`config.mk`:
```
export PLATFORM = sky130hd
export DESIGN_NAME = stuck_low_monitor
export DESIGN_NICKNAME = d
export VERILOG_FILES = /design/src/rtl/stuck_low_monitor.sv
export SDC_FILE = /design/constraint.sdc
export NUM_CORES = 1
export LEC_CHECK = 0
export BUFFER_PORTS_ARGS = -buffer_cell sky130_fd_sc_hd__buf_2
export CAP_MARGIN = 20
export CORE_ASPECT_RATIO = 1.4
export CORE_MARGIN = 5
export CORE_UTILIZATION = 35
export DETAILED_ROUTE_END_ITERATION = 10
export PLACE_DENSITY_LB_ADDON = 0.05
export RECOVER_POWER = 50
export SYNTH_ARGS = -nofsm -noshare
export SYNTH_HDL_FRONTEND = slang
export SYNTH_SLANG_ARGS = --single-unit
```
`constraint.sdc`:
```
create_clock -name clk -period 2.4 [get_ports clk]
set_input_delay 0.6 -clock clk [delete_from_list [all_inputs] [get_ports clk]]
set_output_delay 0.6 -clock clk [all_outputs]
set_load 0.01 [all_outputs]
```
`src/rtl/stuck_low_monitor.sv`:
```
module stuck_low_monitor #(
  parameter int unsigned LIM_A = 30000,
  parameter int unsigned LIM_B = 15000,
  parameter int unsigned LIM_C = 7500
) (
  input  logic       clk,
  input  logic       rst_n,
  input  logic       data_below,
  input  logic       data_above,
  input  logic       clock_below,
  input  logic       clock_above,
  input  logic [1:0] tmo_mode,
  input  logic       latch_clr,
  output logic       stuck_live,
  output logic       stuck_latched,
  output logic       alert_n,
  output logic       buf_off
);
  localparam int unsigned CW = $clog2(LIM_A + 1);

  logic [CW-1:0] cnt_q, cnt_d, lim;
  logic          live_q, live_d, latch_q, latch_d;

  wire any_low  = data_below | clock_below;
  wire all_high = data_above & clock_above;
  wire armed    = tmo_mode != 2'b00;

  always_comb begin
    case (tmo_mode)
      2'b01:   lim = CW'(LIM_A);
      2'b10:   lim = CW'(LIM_B);
      2'b11:   lim = CW'(LIM_C);
      default: lim = '0;
    endcase
  end

  always_comb begin
    cnt_d  = cnt_q;
    live_d = live_q;
    if (!armed || all_high) begin
      cnt_d  = '0;
      live_d = 1'b0;
    end else if (any_low) begin
      cnt_d  = (cnt_q >= lim) ? lim : cnt_q + CW'(1);
      live_d = live_q | (cnt_d == lim);
    end
  end

  assign latch_d = (latch_q & ~latch_clr) | (live_d & ~live_q);

  always_ff @(posedge clk or negedge rst_n) begin
    if (!rst_n) begin
      cnt_q   <= '0;
      live_q  <= 1'b0;
      latch_q <= 1'b0;
    end else begin
      cnt_q   <= cnt_d;
      live_q  <= live_d;
      latch_q <= latch_d;
    end
  end

  assign stuck_live    = live_q;
  assign buf_off       = live_q;
  assign stuck_latched = latch_q;
  assign alert_n       = ~(live_q | latch_q);

  a_r1_count_step: assert property (@(posedge clk) disable iff (!rst_n)
    (armed && any_low && !all_high && cnt_q < lim) |=> cnt_q == $past(cnt_q) + CW'(1));

  a_r2_release: assert property (@(posedge clk) disable iff (!rst_n)
    all_high |=> (!stuck_live && !buf_off && cnt_q == '0));

  a_r3_hold: assert property (@(posedge clk) disable iff (!rst_n)
    (armed && !any_low && !all_high) |=> ($stable(cnt_q) && $stable(stuck_live)));

  a_r5_disabled: assert property (@(posedge clk) disable iff (!rst_n)
    !armed |=> (!stuck_live && cnt_q == '0));

  a_r7_set_on_rise: assert property (@(posedge clk) disable iff (!rst_n)
    $rose(stuck_live) |-> stuck_latched);

  a_r7_sticky: assert property (@(posedge clk) disable iff (!rst_n)
    (stuck_latched && !latch_clr) |=> stuck_latched);

  a_r9_no_overflow: assert property (@(posedge clk) disable iff (!rst_n)
    cnt_q <= CW'(LIM_A));
endmodule

```
==> results of run 1 <==
power by group:
| group | switching, W | internal [W] |
|---|---|---|
| logic | 0.000127 | 0.000113 |
| registers | 0.00000692 | 0.000294 |
| clock network | 0.000117 | 0.000118 |
| total | 0.000252 | 0.000525 |
final timing paths:
check	end	start
worst max-delay path	cnt_q[6]	tmo_mode[0]
worst min-delay path	buf_off	rst_n
worst max register to register	stuck_latched	cnt_q[11]
worst min register to register	stuck_latched	buf_off
max in group asynchronous	cnt_q[14]	rst_n
min in group clk	stuck_latched	buf_off
per-stage QoR:
step                      util [%]  cell area, um2  hold slack, ps
after floorplan                  -            1960             304
after global placement        46.2            2370             542
after detailed placement      46.2            2370             568
after CTS                     50.1            2560             286
after global routing          52.4            2680             603
final                         52.4            2680             525
cells by family after synthesis:
logic type      Yosys count
xor+xnor                 11
fa+ha+maj                19
buf+inv                  26
simple gates             82
mux                       8
compound gates           64
flops                    17
synthesized netlist by cell type, drive strengths merged (2+ instances only):
library cell,count
inv,12
a22oi,4
nor4,6
a221oi,2
mux2,2
and2,2
o211ai,2
nor3,13
buf,9
a21o,4
o21ai,24
nor2,15
nand2b,3
nor2b,4
nand2,19
xnor2,7
mux2i,6
nand4,2
ha,19
nand3,10
a311oi,2
clkbuf,5
xor2,4
dfrtp,17
a21oi,15
cell usage in the layout (no fill, tap or decap), types with 3 or more instances in the layout:
cell	synthesis	routed
a21o_1	4	4
a21oi_1	15	13
buf_2	0	10
buf_4	7	47
buf_6	1	4
clkbuf_8	0	3
dfrtp_1	17	17
ha_1	19	11
ha_4	0	7
inv_1	12	8
mux2i_1	6	5
nand2_1	19	17
nand2b_1	3	3
nand3_1	9	9
nor2_1	15	14
nor2b_1	4	3
nor3_1	12	9
nor4_1	4	4
o21ai_0	23	14
o21ai_1	1	5
o21ai_2	0	5
xnor2_1	7	7
xor2_1	4	4
area by class of cell:
cell class                      count  area (um2)
Fill cell                         503        2440
Multi-Input combinational cell    184        1520
Timing Repair Buffer               67         554
Sequential cell                    17         425
Tap cell                           66        82.6
Inverter                           12        51.3
Clock buffer                        4        45.0
what timing repair did:
action,in CTS,in global routing
setup buffers,4,3
resized for setup,16,29
pin swaps,4,11
hold buffers,0,0
hold endpoints to repair,0,0
cloned,2,1
setup endpoints to repair,17,17
worst register-to-register path: stages (launching register included):
cell and delay, ps:
dfrtp_1 510, nand4_1 210, nor4_4 380, xnor2_1 180, mux2i_1 340, nor4bb_4 390
o2111ai_4 180, o31ai_2 210
metal layers:
metal  GRT usage (%)  vias to the layer above  routed length [um]
li1                -                      941                   -
met1            23.0                      950                2580
met2            31.0                       60                3210
met3            2.32                       10                 254
met4            8.15                        0                 133
met5               0                        -                   0
registers in the layout, indices dropped and copies added, names as in the netlist:
register,flops
cnt_q,15
buf_off,1
stuck_latched,1
==> metrics.md, run 1 <==
| Metric | Value |
|---|---|
| Status | finished, violations left |
| Failing checks | setup timing |
| Slew Limit Fails | 0 |
| CP max stage delay | 310 ps |
| Initial Utilization | 35.6% |
| Synth Warn # | 0 |
| Rel. slew slack | 26.2% |
| Antenna Nets Post-Route | 0 |
| Area grow syn2layout | 47.0% |
| Gr ovfl total | 0 |
| Drt initial violations | between 90 and 100 |
| Total stage count of the critical path | 13 |
| XOR/XNOR share of the synthesized area | under 10% |
| CTS root buf | clkbuf_8 |
| Area contributors post-synth | dfrtp_1 23%, ha_1 13%, o21ai_0 6.3% |
| Port buffer count | 12 |
| Cells after Synth | roughly 230 |
| Clk_lat worst skew | 260 ps |
| TritonCTS buffer count | 3 |
| First-pass GRT wire length | about 9.6 mm |
| Top_reg_cell synth | dfrtp_1 |
| Kind of critical path | primary input to flip-flop |
| Placed insts | around 340 |
| Synthesized area | 1820 um2 |
| Worst Hold Class | primary input to asynchronous set/reset pin |
| Worst endpoint data arrival time | between 2000 and 3000 ps |
| Cell Chain, Critical Path | buf_8 -> clkinvlp_4 -> ha_4 -> inv_4 -> ha_4 -> nand2_2 -> o21ai_2 -> a211oi_2 -> o21ai_2 -> buf_12 -> mux2_4 -> a22oi_2 -> nor2_1 |
| Ports | 13 |
| Fmax | ~390 MHz |
| Post-Synth Simple-Gate Area | between 20% and 30% |
| Vias in the first global route | 1875 |
| Critical path buffers and inverters | 4 |
| Cell Pwr Density | 290 nW/um2 |
| Gr usage total | about 18% |
| RD Place Congestion | a little over 0.8 |
| CTS sink cnt | 17 |
| Die area | a little under 7000 um2 |
| Mapped Nets | roughly 260 |
| Mux contribution to synthesized area | between 4 and 5% |
| Leading area contributor after synthesis | dfrtp_1 |
| CTS tree | built |
| Initial antenna violation count | 0 |
| Hold Fails Final Rpt | 0 |
| DRC Markers | 0 |
| Post-Synth Adder-Cell Area | about an eighth |
| P_leak | 1.16 nW |
| Die W | slightly above 70 um |
| Clock skew | approximately 2.2 ps |
| Number of synthesized register bits | 17 |
| Top cell type's share of synthesized area | between 20% and 30% |
| Seq/Total Area, Yosys | a little under a quarter |
| Post-synth EDFFs | 0 |
| Rows | 31 |
| Post-Place Worst Slack | -523 ps |
| CTS HTree Levels | 1 |
| Worst slew pin tran | approximately 1100 ps |
| Clk slew on worst S/H paths | approximately 80 ps |
| Total power | 0.000777 W |
| Worst path top cell family by delay | compound AO/OA/AOI/OAI gates |
| R2R depth | 7 |
| Final WS setup | -184 ps |
| Reg2reg setup slack | -80 ps |
| Die H | approximately 95 um |
| Slowest CP cell | ha_4 |
| Setup tns final | -1740 ps |
| # diodes | 0 |
| Fin nets | roughly 310 |
| Core Area | ~5100 um2 |
| Crit path required time | around 2500 ps |
| DR WL/cell | between 15 and 20 um |
| Final worst path period share | 108% |
| Critical Path Sink Type | flip-flop |
| Largest net degree at the start of global routing | 26 |
| Post-synthesis compound-gate area fraction | 21.9% |
| Largest family of logic cells by synthesized area | simple AND/OR/NAND/NOR gates |
| DR pass1 iterations | 4 |
| CTS max path bufs | 2 |
| Vias per cell | around 5.6 |
| Finish-stage setup viols | 15 |
| Layout cells sized above 1 | approximately two fifths |
| Total number of vias | 1961 |
| Startpoint Class | primary input |
| VDD IR max | 0.000262 V |
| Final WL | 6.18 mm |
| Non-Filler Instances | 350 |
| Crit path time final | about 2600 ps |
| Async SR Flop Fraction | between 90% and 100% |
| CP max FO | 5 |
| Unrepaired setup endpoints after global routing | true |
| Netlist cell types | between 50 and 60 |
| Mapped Avg Cell Area | ~8 um2 |
| Detailed Place HPWL | roughly 4.5 mm |
| Max-cap viol count | 0 |
Power figures use the tool's default switching activity.
==> run 2, diff against run 1 <==
- CORE_MARGIN: 5 -> unset
- CORE_UTILIZATION: 35 -> 45
==> metrics.md, run 2 (synthesis results as in run 1) <==
| Metric | Value |
|---|---|
| Largest net degree at the start of global routing | 18 |
| P_leak | approximately 1.2 nW |
| Initial antenna violation count | 0 |
| Vias per cell | roughly 6.1 |
| Failing checks | setup timing |
| First-pass GRT wire length | 9.70 mm |
| Core Area | around 4000 um2 |
| Most common cell after layout, fill and taps aside | buf_4 |
| TritonCTS buffer count | 3 |
| Finish-stage setup viols | 17 |
| Ports | 13 |
| Biggest register | cnt_q |
| Setup tns final | -2030 ps |
| Cell Pwr Density | roughly 290 nW/um2 |
| Net Sw Frac | approximately 32% |
| Kind of critical path | primary input to flip-flop |
| Rel. slew slack | 30.8% |
| CTS max path bufs | 2 |
| Slew Limit Fails | 0 |
| Initial Utilization | between 40 and 50% |
| Status | finished, violations left |
| Area grow syn2layout | 49.1% |
| Crit path required time | between 2000 and 3000 ps |
| Reg2reg setup slack | -70 ps |
| Critical Path Sink Type | flip-flop |
| Die area | roughly 4300 um2 |
| Layout cells sized above 1 | 43.2% |
| Gate power share | 32.1% |
| DR WL/cell | between 15 and 20 um |
| Finished Cell Area | ~2700 um2 |
| Final WL | ~6.1 mm |
| CTS sink cnt | 17 |
| Final worst path period share | 107% |
| CP max FO | 6 |
| Crit path time final | about 2600 ps |
| Max FFs per register | 15 |
| Detailed Place HPWL | ~4.3 mm |
| Sw power | between 0.0002 and 0.0003 W |
| Die H | approximately 77 um |
| Clk_lat worst skew | about 260 ps |
| Unrepaired setup endpoints after global routing | true |
| Fin nets | about 310 |
| VDD IR max | 0.000294 V |
| Fmax | slightly below 400 MHz |
| Clock skew | about 3.7 ps |
| CTS tree | built |
| Fin Hold WS | approximately 500 ps |
| CTS HTree Levels | 1 |
| R2R depth | 11 |
| CTS root buf | clkbuf_8 |
| Worst Hold Class | primary input to asynchronous set/reset pin |
| Final WS setup | -174 ps |
| Sequential group share of total power | between 30% and 40% |
| Worst endpoint data arrival time | between 2000 and 3000 ps |
| Vias in the first global route | 2026 |
| RD Place Congestion | roughly 0.85 |
| Drt initial violations | 96 |
| Hold Fails Final Rpt | 0 |
| Crit path from | tmo_mode[0] |
| DR pass1 iterations | 5 |
| Most frequent cells in the layout | 47 x buf_4, 17 x nand2_1, 17 x dfrtp_1, 13 x nor2_1, 12 x a21oi_1 |
| Antenna Nets Post-Route | 0 |
| Gr ovfl total | 0 |
| Clk slew on worst S/H paths | 70 ps |
| Rows | 27 |
| Clk network pwr share | between 20% and 30% |
| Total number of vias | 1999 |
| DRC Markers | 0 |
| Int Power | approximately 0.00053 W |
| Gr usage total | just under 30% |
| Max-cap viol count | 0 |
| # diodes | 0 |
| RR Startpoint | cnt_q[2] |
| Die W | around 56 um |
| Worst slew pin tran | around 1000 ps |
| Dpl cell area | 2360 um2 |
| Port buffer count | 12 |
| Startpoint Class | primary input |
==> run 2: cell types whose count changed in the layout (fill, tap and decap cells not counted), sizes merged <==
cell | previous run | this run
bufbuf | 1 | 0
buf | 65 | 67
==> run 2: layer usage <==
layer  global-route usage (%)  vias up  part of all wire [%]
met5                        0        -                     0
met4                     12.0        0                   2.7
met3                     2.33       14                   3.8
met2                     52.0       60                    52
met1                     35.2      976                    41
li1                         -      949                     -
==> run 2: final timing paths <==
kind,end
max in group asynchronous,cnt_q[7]
setup reg to reg,cnt_q[6]
setup / recovery,cnt_q[6]
hold reg to reg,stuck_latched
min in group clk,stuck_latched
hold / removal,cnt_q[2]
==> run 2: area by class of cell <==
cell class | instances | area (um2)
multi-input combinational | 184 | 1570
fill | 326 | 1200
timing repair buffer | 68 | 577
sequential | 17 | 425
tap | 43 | 53.8
inverter | 12 | 51.3
clock buffer | 4 | 45.0
==> run 2: power by group through the flow <==
stage	combinational [W]	sequential (W)	clock, W
floorplan	0.000123	0.000307	0
detailed placement	0.000210	0.000307	0
global placement	0.000203	0.000306	0
finish	0.000251	0.000301	0.000230
global route	0.000272	0.000302	0.000247
CTS	0.000236	0.000301	0.000235
==> run 2: through the flow <==
stage               setup slack, ps  power [W]  utilization [%]  instances
global route                   -241   0.000821             69.4        328
detailed placement             -501   0.000517             60.1        318
global placement               -432   0.000509             60.1        318
floorplan                      -187   0.000430                -        227
finish                         -174   0.000783             69.4        328
CTS                            -169   0.000772             67.1        326
==> run 2: critical path: stages <==
cell and delay, ps:
buf_8 90, clkinvlp_4 120, ha_4 310, inv_4 50, ha_4 210, a21o_1 180
a221oi_2 340, o21ai_4 130, buf_12 170, mux2_4 300, a22oi_2 160, nor2_1 50
==> run 2: what timing repair did <==
item,4_1_cts,5_1_grt
resized for setup,38,17
pin swaps,30,26
endpoints found under the setup margin,17,17
hold buffers,0,0
buffers inserted,2,2
gates cloned,2,0
endpoints found under the hold margin,0,0
==> run 3, diff against run 2 <==
- CORE_UTILIZATION: 45 -> 50
==> metrics.md, run 3 (synthesis results as in run 1) <==
| Metric | Value |
|---|---|
| CTS tree | built |
| Total power | roughly 0.00079 W |
| DR WL/cell | a little under 20 um |
| DRC Markers | 0 |
| Startpoint Class | primary input |
| Failing checks | setup timing |
| CTS Hold Bufs | 0 |
| CP max FO | 8 |
| Detailed Place HPWL | ~4.3 mm |
| Largest net degree at the start of global routing | 26 |
| Fin Hold WS | between 400 and 500 ps |
| Fin nets | 315 |
| Fill cell total of the finished layout | about 230 |
| Final worst path period share | 106% |
| Rows | 25 |
| P_leak | around 1.2 nW |
| Gr ovfl total | 0 |
| Crit path required time | ~2600 ps |
| Clock skew | between 4 and 5 ps |
| Vias in the first global route | 1946 |
| Die area | between 3000 and 4000 um2 |
| Hold Fails Final Rpt | 0 |
| Total number of vias | between 1500 and 2000 |
| Kind of critical path | primary input to flip-flop |
| Initial antenna violation count | 0 |
| R2R depth | 7 |
| Initial Utilization | between 50% and 60% |
| Max-cap viol count | 0 |
| Layout cells sized above 1 | a little under half |
| DR pass1 iterations | 4 |
| Fmax | about 400 MHz |
| Final WS setup | -145 ps |
| Gr usage total | between 30 and 40% |
| VDD IR max | 0.000427 V |
| Critical Path Sink Type | flip-flop |
| Biggest register | cnt_q |
| Slew Limit Fails | 0 |
| Port buffer count | 12 |
| Finish-stage setup viols | 16 |
| TritonCTS buffer count | 3 |
| Crit path time final | 2540 ps |
| Vias per cell | a little over 6 |
| Most common cell after layout, fill and taps aside | buf_4 |
| Area grow syn2layout | 48.8% |
| Worst slew pin tran | a little under 1000 ps |
| Rel. slew slack | roughly a third |
| RD Place Congestion | approximately 0.95 |
| Max FFs per register | 15 |
| Final core utilization | between 70% and 80% |
| Most frequent cells in the layout | 48 x buf_4, 18 x nand2_1, 17 x dfrtp_1, 13 x nor2_1 |
| Die H | ~73 um |
| Unrepaired setup endpoints after global routing | true |
| # diodes | 0 |
| Worst endpoint data arrival time | between 2000 and 3000 ps |
| First-pass GRT wire length | about 9 mm |
| Final WL | approximately 6.3 mm |
| Status | finished, violations left |
| Antenna Nets Post-Route | 0 |
| Core Area | around 3400 um2 |
| CTS root buf | clkbuf_8 |
| CTS sink cnt | 17 |
| Cell Pwr Density | a little under 300 nW/um2 |
| Clk_lat worst skew | between 200 and 300 ps |
| Die W | 53.1 um |
| CTS max path bufs | 2 |
| Setup tns final | -1580 ps |
| Clk slew on worst S/H paths | 70 ps |
| Drt initial violations | 88 |
| Ports | 13 |
| Worst Hold Class | primary input to asynchronous set/reset pin |
| CTS HTree Levels | 1 |
run 3: final cells by class:
cell class	instances	area (um2)	area share [%]
repair buffers	69	549	20.2
clock buffers	4	45.0	1.66
multi-input cells	184	1590	58.7
flip-flops and latches	17	425	15.7
inverters	12	51.3	1.89
well taps	40	50.0	1.84
run 3: what timing repair did:
action | CTS | global route
resized for setup | 38 | 29
buffers inserted | 5 | 3
setup endpoints to repair | 17 | 17
pin swaps | 26 | 29
run 3: per-stage QoR:
stage                     area, um2  cells  setup WS [ps]
final                          2710    326           -145
after global routing           2710    326           -284
after CTS                      2570    323           -107
after global placement         2350    315           -422
after floorplan                1960    227           -187
after detailed placement       2350    315           -491
run 3: worst max-delay path, cell delays in order:
cell and delay, ps:
buf_8 100, clkinvlp_4 100, ha_4 170, nor2_4 50, ha_1 170, a21o_1 180
a21o_1 200, a221oi_2 270, o21ai_2 130, buf_4 160, buf_8 130, o21ai_0 200
a22oi_1 100, nor2_1 150
run 3: worst paths after layout:
path / startpoint / endpoint / slack [ps]
setup / recovery: tmo_mode[0] / cnt_q[9] / -140
hold / removal: rst_n / stuck_latched / 470
setup reg to reg: cnt_q[0] / stuck_latched / -10
hold reg to reg: buf_off / stuck_latched / 570
max in group asynchronous: rst_n / cnt_q[14] / 1330
min in group clk: buf_off / stuck_latched / 570
run 3: report_power, final:
group / switching (W) / total [W] / internal, W
Sequential: 0.00000656 / 0.000301 / 0.000295
Clock: 0.000107 / 0.000225 / 0.000118
Combinational: 0.000140 / 0.000268 / 0.000128
run 3: layer usage:
layer	track usage (%)	vias to the layer above	part of all wire [%]
met5	0	-	0
met4	17.3	0	4.9
li1	-	942	-
met3	4.97	32	4.5
met1	39.0	933	39
met2	56.8	62	52
